===== config.mk =====
export PLATFORM = sky130hd
export DESIGN_NAME = dbg_halt_ctrl
export DESIGN_NICKNAME = d
export VERILOG_FILES = /design/src/rtl/dbg_pkg.sv /design/src/rtl/dbg_run_ctrl.sv /design/src/rtl/dbg_xfer.sv /design/src/rtl/dbg_halt_ctrl.sv
export SDC_FILE = /design/constraint.sdc
export NUM_CORES = 1
export LEC_CHECK = 0
export ABC_AREA = 1
export BUFFER_PORTS_ARGS = -buffer_cell sky130_fd_sc_hd__buf_4
export CAP_MARGIN = 15
export CORE_MARGIN = 1
export CORE_UTILIZATION = 46
export CTS_CLUSTER_DIAMETER = 50
export DETAILED_ROUTE_END_ITERATION = 12
export GPL_TIMING_DRIVEN = 1
export HOLD_SLACK_MARGIN = 0.02
export PLACE_DENSITY_LB_ADDON = 0.3
export REMOVE_ABC_BUFFERS = 1
export SKIP_CTS_REPAIR_TIMING = 1
export SLEW_MARGIN = 30
export SYNTH_ARGS = -nofsm -noshare
export SYNTH_HDL_FRONTEND = slang
export SYNTH_SLANG_ARGS = --single-unit

===== constraint.sdc =====
create_clock -name clk -period 3.8 [get_ports clk]
set_input_delay 1.14 -clock clk [delete_from_list [all_inputs] [get_ports clk]]
set_output_delay 1.14 -clock clk [all_outputs]
set_load 0.1 [all_outputs]

===== src/rtl/dbg_pkg.sv =====
// Shared definitions for the debug halt/register-access block.
// Assumes a 32-bit debugger bus with word addresses 0..3.
package dbg_pkg;
    typedef enum logic [1:0] {
        WORD_CTRL = 2'd0,
        WORD_SEL  = 2'd1,
        WORD_DATA = 2'd2,
        WORD_NONE = 2'd3
    } dbg_word_e;

    localparam int CTRL_EN_BIT     = 0;
    localparam int CTRL_HALT_BIT   = 1;
    localparam int CTRL_HALTED_BIT = 16;
    localparam int CTRL_READY_BIT  = 17;
    localparam int SEL_DIR_BIT     = 16;
endpackage


===== src/rtl/dbg_run_ctrl.sv =====
// Run/halt control: holds debug enable and the sticky halt request, and
// derives the halted status one clock after the request.
// Assumes ctrl_wr is a single-cycle strobe; a control write wins over an
// event in the same cycle.
module dbg_run_ctrl (
    input  logic clk,
    input  logic rst_n,
    input  logic ctrl_wr,
    input  logic wr_en_bit,
    input  logic wr_halt_bit,
    input  logic bkpt_match,
    input  logic wpt_match,
    output logic en_q,
    output logic halt_req_q,
    output logic halted_q
);
    logic event_hit;

    // Either comparator hit counts as a debug event.
    always_comb event_hit = bkpt_match | wpt_match;

    // Update enable and halt request from bus writes and debug events.
    always_ff @(posedge clk) begin
        if (!rst_n) begin
            en_q       <= 1'b0;
            halt_req_q <= 1'b0;
        end else if (ctrl_wr) begin
            en_q       <= wr_en_bit;
            halt_req_q <= wr_en_bit & wr_halt_bit;
        end else if (en_q && event_hit) begin
            halt_req_q <= 1'b1;
        end
    end

    // Halted status follows the enabled halt request by one clock.
    always_ff @(posedge clk) begin
        if (!rst_n) halted_q <= 1'b0;
        else        halted_q <= en_q & halt_req_q;
    end


    events_gated_chk: assert property (@(posedge clk) disable iff (!rst_n)
        (!en_q && !ctrl_wr && !halt_req_q) |=> !halt_req_q);

    release_chk: assert property (@(posedge clk) disable iff (!rst_n)
        !halt_req_q |=> !halted_q);

    halt_follow_chk: assert property (@(posedge clk) disable iff (!rst_n)
        (halt_req_q && en_q) |=> halted_q);

    halt_needs_en_chk: assert property (@(posedge clk) disable iff (!rst_n)
        (ctrl_wr && !wr_en_bit) |=> !halt_req_q);
endmodule


===== src/rtl/dbg_xfer.sv =====
// Core register transfer engine: owns the selector and data registers,
// runs one req/ack access on the register-file port per accepted selector
// write, and keeps the register-ready flag.
// Assumes rf_ack is only asserted while rf_req is high.
module dbg_xfer #(
    parameter int DATA_W        = 32,
    parameter int IDX_W         = 5,
    parameter int NUM_CORE_REGS = 20
) (
    input  logic              clk,
    input  logic              rst_n,
    input  logic              halted,
    input  logic              sel_wr,
    input  logic [IDX_W-1:0]  sel_idx_in,
    input  logic              sel_dir_in,
    input  logic              data_wr,
    input  logic [DATA_W-1:0] data_in,
    output logic [IDX_W-1:0]  sel_idx_q,
    output logic              sel_dir_q,
    output logic [DATA_W-1:0] data_q,
    output logic              ready_q,
    output logic              rf_req,
    output logic              rf_we,
    output logic [IDX_W-1:0]  rf_idx,
    output logic [DATA_W-1:0] rf_wdata,
    input  logic [DATA_W-1:0] rf_rdata,
    input  logic              rf_ack
);
    localparam logic [IDX_W:0] REG_LIMIT = (IDX_W+1)'(NUM_CORE_REGS);

    logic busy_q;
    logic idx_ok;
    logic start;
    logic done;

    // Accept a transfer only for an in-range register on a halted core.
    always_comb begin
        idx_ok = ({1'b0, sel_idx_in} < REG_LIMIT);
        start  = sel_wr && !busy_q && halted && idx_ok;
        done   = busy_q && rf_ack;
    end

    // Selector register: frozen while a transfer is in flight.
    always_ff @(posedge clk) begin
        if (!rst_n) begin
            sel_idx_q <= '0;
            sel_dir_q <= 1'b0;
        end else if (sel_wr && !busy_q) begin
            sel_idx_q <= sel_idx_in;
            sel_dir_q <= sel_dir_in;
        end
    end

    // Transfer state and ready flag.
    always_ff @(posedge clk) begin
        if (!rst_n) begin
            busy_q  <= 1'b0;
            ready_q <= 1'b0;
        end else begin
            if (start)       busy_q <= 1'b1;
            else if (done)   busy_q <= 1'b0;
            if (sel_wr)      ready_q <= 1'b0;
            else if (done)   ready_q <= 1'b1;
        end
    end

    // Data register: loaded by a read return, or by the bus when idle.
    always_ff @(posedge clk) begin
        if (!rst_n)                  data_q <= '0;
        else if (done && !sel_dir_q) data_q <= rf_rdata;
        else if (data_wr && !busy_q) data_q <= data_in;
    end

    // Drive the register-file port from the frozen selector and data.
    always_comb begin
        rf_req   = busy_q;
        rf_we    = sel_dir_q;
        rf_idx   = sel_idx_q;
        rf_wdata = data_q;
    end


    sel_clears_ready_chk: assert property (@(posedge clk) disable iff (!rst_n)
        sel_wr |=> !ready_q);

    req_only_halted_chk: assert property (@(posedge clk) disable iff (!rst_n)
        $rose(rf_req) |-> $past(halted));

    req_in_range_chk: assert property (@(posedge clk) disable iff (!rst_n)
        rf_req |-> ({1'b0, rf_idx} < REG_LIMIT));

    req_hold_chk: assert property (@(posedge clk) disable iff (!rst_n)
        (rf_req && !rf_ack) |=> (rf_req && $stable(rf_idx) && $stable(rf_we)
                                 && $stable(rf_wdata)));

    ready_after_ack_chk: assert property (@(posedge clk) disable iff (!rst_n)
        $rose(ready_q) |-> $past(rf_ack));
endmodule


===== src/rtl/dbg_halt_ctrl.sv =====
// Top of the debug halt and core register access block: decodes the
// debugger register bus, instantiates run control and the transfer engine,
// and assembles the read word.
// Assumes a single-cycle write strobe and combinational reads.
module dbg_halt_ctrl #(
    parameter int DATA_W        = 32,
    parameter int IDX_W         = 5,
    parameter int NUM_CORE_REGS = 20
) (
    input  logic              clk,
    input  logic              rst_n,
    input  logic              bus_wr,
    input  logic [1:0]        bus_addr,
    input  logic [DATA_W-1:0] bus_wdata,
    output logic [DATA_W-1:0] bus_rdata,
    input  logic              bkpt_match,
    input  logic              wpt_match,
    output logic              core_halt,
    output logic              rf_req,
    output logic              rf_we,
    output logic [IDX_W-1:0]  rf_idx,
    output logic [DATA_W-1:0] rf_wdata,
    input  logic [DATA_W-1:0] rf_rdata,
    input  logic              rf_ack
);
    import dbg_pkg::*;

    dbg_word_e        word;
    logic             ctrl_wr, sel_wr, data_wr;
    logic             en_q, halt_req_q, halted_q;
    logic [IDX_W-1:0] sel_idx_q;
    logic             sel_dir_q;
    logic [DATA_W-1:0] data_q;
    logic             ready_q;

    // Decode the bus write strobe per register word.
    always_comb begin
        word    = dbg_word_e'(bus_addr);
        ctrl_wr = bus_wr && (word == WORD_CTRL);
        sel_wr  = bus_wr && (word == WORD_SEL);
        data_wr = bus_wr && (word == WORD_DATA);
    end

    dbg_run_ctrl u_run (
        .clk        (clk),
        .rst_n      (rst_n),
        .ctrl_wr    (ctrl_wr),
        .wr_en_bit  (bus_wdata[CTRL_EN_BIT]),
        .wr_halt_bit(bus_wdata[CTRL_HALT_BIT]),
        .bkpt_match (bkpt_match),
        .wpt_match  (wpt_match),
        .en_q       (en_q),
        .halt_req_q (halt_req_q),
        .halted_q   (halted_q)
    );

    dbg_xfer #(
        .DATA_W       (DATA_W),
        .IDX_W        (IDX_W),
        .NUM_CORE_REGS(NUM_CORE_REGS)
    ) u_xfer (
        .clk       (clk),
        .rst_n     (rst_n),
        .halted    (halted_q),
        .sel_wr    (sel_wr),
        .sel_idx_in(bus_wdata[IDX_W-1:0]),
        .sel_dir_in(bus_wdata[SEL_DIR_BIT]),
        .data_wr   (data_wr),
        .data_in   (bus_wdata),
        .sel_idx_q (sel_idx_q),
        .sel_dir_q (sel_dir_q),
        .data_q    (data_q),
        .ready_q   (ready_q),
        .rf_req    (rf_req),
        .rf_we     (rf_we),
        .rf_idx    (rf_idx),
        .rf_wdata  (rf_wdata),
        .rf_rdata  (rf_rdata),
        .rf_ack    (rf_ack)
    );

    // Stop output follows the halted status.
    always_comb core_halt = halted_q;

    // Assemble the read word for the addressed register.
    always_comb begin
        bus_rdata = '0;
        unique case (word)
            WORD_CTRL: begin
                bus_rdata[CTRL_EN_BIT]     = en_q;
                bus_rdata[CTRL_HALT_BIT]   = halt_req_q;
                bus_rdata[CTRL_HALTED_BIT] = halted_q;
                bus_rdata[CTRL_READY_BIT]  = ready_q;
            end
            WORD_SEL: begin
                bus_rdata[IDX_W-1:0]   = sel_idx_q;
                bus_rdata[SEL_DIR_BIT] = sel_dir_q;
            end
            WORD_DATA: bus_rdata = data_q;
            WORD_NONE: bus_rdata = '0;
        endcase
    end


    event_halts_chk: assert property (@(posedge clk) disable iff (!rst_n)
        (en_q && !ctrl_wr && (bkpt_match || wpt_match)) |=> ##1 core_halt);
endmodule


* After elaboration in Yosys (flattened, before gate mapping)
Index checks and enable logic that the tools add are counted.
Operators by class: order comparisons 1, eq/ne operators 3, mux-type cells 12, bitwise operators 4, reduce and logical (&&, ||, !) cells 17
Operators by type and width (count):
- 2-to-1 mux 32 bit | 2
- 2-to-1 mux 14 bit | 1
- 2-to-1 mux 11 bit | 1
- logical AND 1 bit | 10
- case mux 2 bit (4 select lines) | 1
- case mux 3 bit (2 select lines) | 1
- nonzero test 2 bit | 3
- less-than comparator 5 bit, second input constant | 1
- equality test 2 bit, second input constant | 2
- 2-to-1 mux 1 bit | 4
- case mux 1 bit (4 select lines) | 1
- AND 1 bit | 2
- equality test 2 x 1 -> 1 bit, second input constant | 1
- logical NOT 1 bit | 2
- logical NOT 2 bit | 1
- case mux 1 bit (2 select lines) | 1
- OR reduction 2 bit | 1
- inverter 1 bit | 1
- OR 1 bit | 1
Storage, ports and cells: bits in registers 43, bits of input ports 72

* Longest topological paths before layout
depth after elaboration 6, depth in mapped cells 9, mapped depth without buffers 7

* By module
A second synthesis with hierarchy kept.
Second synthesis, totals: cells, all modules 473, area total of the unflattened synthesis 2867.8 um^2
By module, submodules not included:
- dbg_xfer | instances 1, cells an instance 356, area an instance 2302.2 um^2, seq. area each 800.8 um^2
- dbg_halt_ctrl | instances 1, cells an instance 98, area an instance 440.4 um^2, seq. area each 0.0 um^2
- dbg_run_ctrl | instances 1, cells an instance 19, area an instance 125.1 um^2, seq. area each 60.1 um^2

* Least setup slack after synthesis
OpenSTA, ideal clock, no wires.
kind input -> output, from input port bus_addr[0], to output port bus_rdata[4], arrival 3.262 ns, setup slack -0.602 ns, stages 6, path buffers 2, cell sequence inv_1 ha_1 buf_2 buf_2 nand2_1 a21oi_1
Between the ends: longest elaborated chain between the ends 2
Ends and longest elaborated chain:
- from (decl) | RTL line dbg_halt_ctrl.sv:13 | input logic [1:0] bus_addr,
- equality test 2 bit or equality test 2 x 1 -> 1 bit (tied branches) | RTL line dbg_halt_ctrl.sv:88 | unique case (word)
- case mux 3 bit (2 select lines) (*) | RTL line dbg_halt_ctrl.sv:88
- to (decl) | RTL line dbg_halt_ctrl.sv:15 | output logic [DATA_W-1:0] bus_rdata,
Mark *: on every way between the ends. The rest lies on a longest branch, timed or not.

* Final worst setup path
from input port bus_addr[0], to output port bus_rdata[1]
Between the ends: longest elaborated chain between the ends 2
Ends and longest elaborated chain (RTL line):
- equality test 2 bit, or another cell as far along | dbg_halt_ctrl.sv:88
- case mux 2 bit (4 select lines) (*) | dbg_halt_ctrl.sv:88
Marks and branches as above.

==> flow_summary.html <==
<table>
<tr><th>Metric</th><th>Value</th></tr>
<tr><th colspan="2">GRT</th></tr>
<tr><td>Number of global-route vias before repair</td><td>between 2,000 and 3,000</td></tr>
<tr><td>Largest net degree at the start of global routing</td><td>59</td></tr>
<tr><td>Total global routing overflow</td><td>0</td></tr>
<tr><td>First-pass GRT wire length</td><td>11.5 mm</td></tr>
<tr><td>GRT Resource Usage Total</td><td>0.261</td></tr>
<tr><td>Antenna violations before repair</td><td>0</td></tr>
<tr><th colspan="2">Finish</th></tr>
<tr><td>Diode insertion count for antenna repair</td><td>0</td></tr>
<tr><td>Final core utilization</td><td>0.708</td></tr>
<tr><td>Final-layout fill cell count</td><td>467</td></tr>
<tr><td>Layout Area Growth over Synthesis</td><td>47.2%</td></tr>
<tr><td>Layout Cells excl Fill</td><td>589</td></tr>
<tr><td>NumNets Final</td><td>594</td></tr>
<tr><td>Share of post-route cells with drive strength above 1</td><td>0.314</td></tr>
<tr><th colspan="2">Clock network</th></tr>
<tr><td>Later-pin clock latency in the skew report</td><td>between 0.2 and 0.3 ns</td></tr>
<tr><td>Number of H-tree branching levels</td><td>2</td></tr>
<tr><td>TritonCTS clock tree</td><td>yes</td></tr>
<tr><td>Deepest clock path buffer count</td><td>2</td></tr>
<tr><td>Cts bufs inserted</td><td>5</td></tr>
<tr><td>Clk pin slew, worst setup/hold paths</td><td>around 0.08 ns</td></tr>
<tr><td>Number of clock sinks</td><td>43</td></tr>
<tr><td>Cell at the root of the clock tree</td><td>sky130_fd_sc_hd__clkbuf_8</td></tr>
<tr><th colspan="2">STA</th></tr>
<tr><td>Setup violators final</td><td>0</td></tr>
<tr><td>Max-slew headroom at the worst pin</td><td>0.578</td></tr>
<tr><td>Post-route minimum period</td><td>between 3 and 4 ns</td></tr>
<tr><td>Worst hold slack</td><td>about 0.45 ns</td></tr>
<tr><td>Post-route setup TNS</td><td>0 ns</td></tr>
<tr><td>RSZ-0062 raised after global routing</td><td>false</td></tr>
<tr><td>Max Clock Skew</td><td>between 0.004 and 0.005 ns</td></tr>
<tr><td>Endpoints failing hold</td><td>0</td></tr>
<tr><td>Share of the cycle needed by the critical path after routing</td><td>0.920</td></tr>
<tr><td>Highest clock frequency the design can meet</td><td>approximately 0.29 GHz</td></tr>
<tr><td>Worst slew pin tran</td><td>0.631 ns</td></tr>
<tr><td>Final max-slew violation count</td><td>0</td></tr>
<tr><th colspan="2">Yosys</th></tr>
<tr><td>Count of synthesis-stage warnings from yosys</td><td>0</td></tr>
<tr><td>Area share of the largest cell type after synthesis</td><td>0.348</td></tr>
<tr><td>Synth Register Bits</td><td>43</td></tr>
<tr><td>Post-synth design cell area</td><td>about 2500 um2</td></tr>
<tr><td>Post-synthesis average cell area</td><td>about 6.3 um2</td></tr>
<tr><td>Sequential-to-total area share from yosys stat</td><td>0.348</td></tr>
<tr><td>Leading area contributor after synthesis</td><td>sky130_fd_sc_hd__dfxtp_1</td></tr>
<tr><td>Post-synthesis instance total</td><td>around 390</td></tr>
<tr><td>Main area contributors after synthesis</td><td>sky130_fd_sc_hd__dfxtp_1 35%, sky130_fd_sc_hd__nand2_1 19%, sky130_fd_sc_hd__a21oi_1 8.3%, sky130_fd_sc_hd__nand4_1 7.3%, sky130_fd_sc_hd__nand3_1 6.7%</td></tr>
<tr><td>Cell variety after synth</td><td>24</td></tr>
<tr><th colspan="2">Worst setup path</th></tr>
<tr><td>Worst endpoint data arrival time</td><td>2.35 ns</td></tr>
<tr><td>Type of the worst setup path</td><td>input pin to output pin</td></tr>
<tr><td>CP max FO</td><td>15</td></tr>
<tr><td>Kind of end point of the critical path</td><td>output pin</td></tr>
<tr><td>R2r endpoint</td><td>u_xfer.data_q[29]</td></tr>
<tr><td>CP Capture Point</td><td>bus_rdata[1]</td></tr>
<tr><td>Worst r2r path cells</td><td>6</td></tr>
<tr><td>Worst R2R Start</td><td>u_xfer.rf_we</td></tr>
<tr><td>CP startpoint</td><td>bus_addr[0]</td></tr>
<tr><td>Worst reg-to-reg setup slack</td><td>approximately 2.0 ns</td></tr>
<tr><td>Launching element type of the critical path</td><td>input pin</td></tr>
<tr><td>CP Data Required Time</td><td>~2.7 ns</td></tr>
<tr><th colspan="2">Floorplanning</th></tr>
<tr><td>Floorplan Core Area</td><td>about 5100 um2</td></tr>
<tr><td>Starting density of the core</td><td>0.481</td></tr>
<tr><td>Total die area</td><td>5670 um2</td></tr>
<tr><td>Die outline width</td><td>75.3 um</td></tr>
<tr><td>Number of cell rows</td><td>26</td></tr>
<tr><td>DIE HEIGHT</td><td>roughly 75 um</td></tr>
<tr><td>Ports placed on the boundary</td><td>between 100 and 150</td></tr>
<tr><th colspan="2">Detailed routing</th></tr>
<tr><td>DR iter-0 viols</td><td>~150</td></tr>
<tr><td>Wirelength, routed</td><td>between 7 and 8 mm</td></tr>
<tr><td>Router iterations before antenna repair</td><td>4</td></tr>
<tr><td>Routed vias</td><td>between 3,000 and 4,000</td></tr>
<tr><td>Average routed wire per standard cell</td><td>between 10 and 15 um</td></tr>
<tr><td>Post-detailed-route count of antenna-violating nets</td><td>0</td></tr>
<tr><td>Vias per Instance</td><td>roughly 5.2</td></tr>
<tr><td>Remaining design rule violation count</td><td>0</td></tr>
<tr><th colspan="2">Placement</th></tr>
<tr><td>Input/output buffers</td><td>roughly 140</td></tr>
<tr><td>Count of placed standard cells including taps</td><td>~580</td></tr>
<tr><td>Final weighted congestion of routability-driven global placement</td><td>0.827</td></tr>
<tr><td>Post-detailed-placement half-perimeter wirelength</td><td>about 5.2 mm</td></tr>
<tr><th colspan="2">Outcome</th></tr>
<tr><td>Result of the run</td><td>complete, no violations</td></tr>
<tr><th colspan="2">Pwr</th></tr>
<tr><td>Post-layout power</td><td>between 1 and 1.5 mW</td></tr>
<tr><td>Cell area power density</td><td>310 nW/um2</td></tr>
<tr><td>Leakage power of the design</td><td>1.96 nW</td></tr>
<tr><td>Peak supply drop</td><td>between 0.2 and 0.25 mV</td></tr>
<tr><th colspan="2">Run</th></tr>
<tr><td>Number of max-capacitance violations reported</td><td>0</td></tr>
<tr><th colspan="2">Hold path</th></tr>
<tr><td>Path category of the worst min-delay check</td><td>flip-flop to flip-flop</td></tr>
<tr><td>Count of cells along the worst hold path</td><td>2</td></tr>
</table>
[flip-flops by register name, indices dropped and copies added (netlist names)]
| register | flops |
|---|---|
| u_xfer.rf_idx | 5 |
| u_run.halted_q | 1 |
| u_xfer.data_q | 32 |
| u_run.halt_req_q | 1 |
| u_xfer.rf_we | 1 |
| u_xfer.rf_req | 1 |
| u_xfer.ready_q | 1 |
| u_run.en_q | 1 |
[power breakdown]
group / internal (mW) / switching [mW] / leakage [nW] / total, mW
Sequential: 0.467 / 0.0135 / 0.350 / 0.480
Clock: 0.166 / 0.144 / 0.0515 / 0.309
Combinational: 0.102 / 0.236 / 1.56 / 0.337
[worst max-delay path, stage by stage]
cell and delay [ns]:
sky130_fd_sc_hd__buf_4 0.11, sky130_fd_sc_hd__inv_1 0.10, sky130_fd_sc_hd__ha_1 0.28, sky130_fd_sc_hd__buf_12 0.17, sky130_fd_sc_hd__a21oi_1 0.07, sky130_fd_sc_hd__a22oi_1 0.15
sky130_fd_sc_hd__buf_4 0.32
[worst min path at each step]
| stage | end | slack, ns | start |
|---|---|---|---|
| 6_report | u_run.halted_q | 0.45 | u_run.halt_req_q |
| 3_3_place_gp | u_run.halted_q | 0.43 | u_run.halt_req_q |
| 4_1_cts | u_run.halted_q | 0.45 | u_run.halt_req_q |
| 5_1_grt | u_run.halted_q | 0.49 | u_run.halt_req_q |
| 3_5_place_dp | u_run.halted_q | 0.44 | u_run.halt_req_q |
| 2_1_floorplan | u_run.halted_q | 0.42 | u_run.halt_req_q |
[cell usage in the layout, fill, tap and decap left out]
| cell | n |
|---|---|
| sky130_fd_sc_hd__buf_4 | 147 |
| sky130_fd_sc_hd__nand2_1 | 128 |
| sky130_fd_sc_hd__dfxtp_1 | 43 |
| sky130_fd_sc_hd__a21oi_1 | 41 |
| sky130_fd_sc_hd__inv_1 | 39 |
| sky130_fd_sc_hd__nand3_1 | 33 |
| sky130_fd_sc_hd__nand4_1 | 29 |
| sky130_fd_sc_hd__nor2_1 | 21 |
| sky130_fd_sc_hd__o21ai_0 | 11 |
| sky130_fd_sc_hd__clkbuf_8 | 7 |
| sky130_fd_sc_hd__ha_1 | 4 |
| sky130_fd_sc_hd__inv_2 | 2 |
| sky130_fd_sc_hd__nand3_2 | 2 |
| sky130_fd_sc_hd__buf_12 | 2 |
| sky130_fd_sc_hd__a22oi_1 | 1 |
| sky130_fd_sc_hd__a22o_1 | 1 |
| sky130_fd_sc_hd__clkinv_1 | 1 |
| sky130_fd_sc_hd__nand2_2 | 1 |
| sky130_fd_sc_hd__o21ai_1 | 1 |
| sky130_fd_sc_hd__nor2_2 | 1 |
| sky130_fd_sc_hd__or2_2 | 1 |
| sky130_fd_sc_hd__a31oi_1 | 1 |
| sky130_fd_sc_hd__a211oi_1 | 1 |
| sky130_fd_sc_hd__clkbuf_1 | 1 |
[logic make-up after synthesis]
logic type / after synthesis / share of synthesized area
fa+ha+maj: 4 / 0.0202
flops: 43 / 0.348
simple gates: 216 / 0.382
buf+inv: 72 / 0.130
compound gates: 57 / 0.119
[synthesized netlist by cell type, drive strengths merged]
master	instances
o21ai	12
clkbuf	6
dfxtp	43
a22oi	1
a211oi	1
or2	1
nand2	129
ha	4
clkinv	1
nand4	29
nand3	35
a21oi	41
a22o	1
buf	24
inv	41
a31oi	1
nor2	22
[layout make-up]
type / instances / area (um2) / area share
Multi-Input combinational cell: 277 / 1290 / 0.354
Timing Repair Buffer: 149 / 1140 / 0.314
Sequential cell: 43 / 861 / 0.237
Inverter: 42 / 158 / 0.0433
Clock buffer: 8 / 100 / 0.0275
Tap cell: 70 / 87.6 / 0.0241
[metrics by stage]
stage / instance area (um2) / setup slack (ns)
finish: 3640 / 0.305
global placement: 3540 / 0.364
detailed placement: 3540 / 0.297
floorplan: 2310 / -0.922
global route: 3640 / 0.216
CTS: 3640 / 0.289
[metal layers]
layer / up-vias / wire length [um] / global-route usage
li1: 1518 / - / -
met1: 1405 / 3260 / 0.317
met2: 116 / 3830 / 0.485
met3: 7 / 521 / 0.0344
met4: 0 / 58 / 0.0658
met5: - / 0 / 0
No activity file was read; power rests on OpenSTA's default activity.
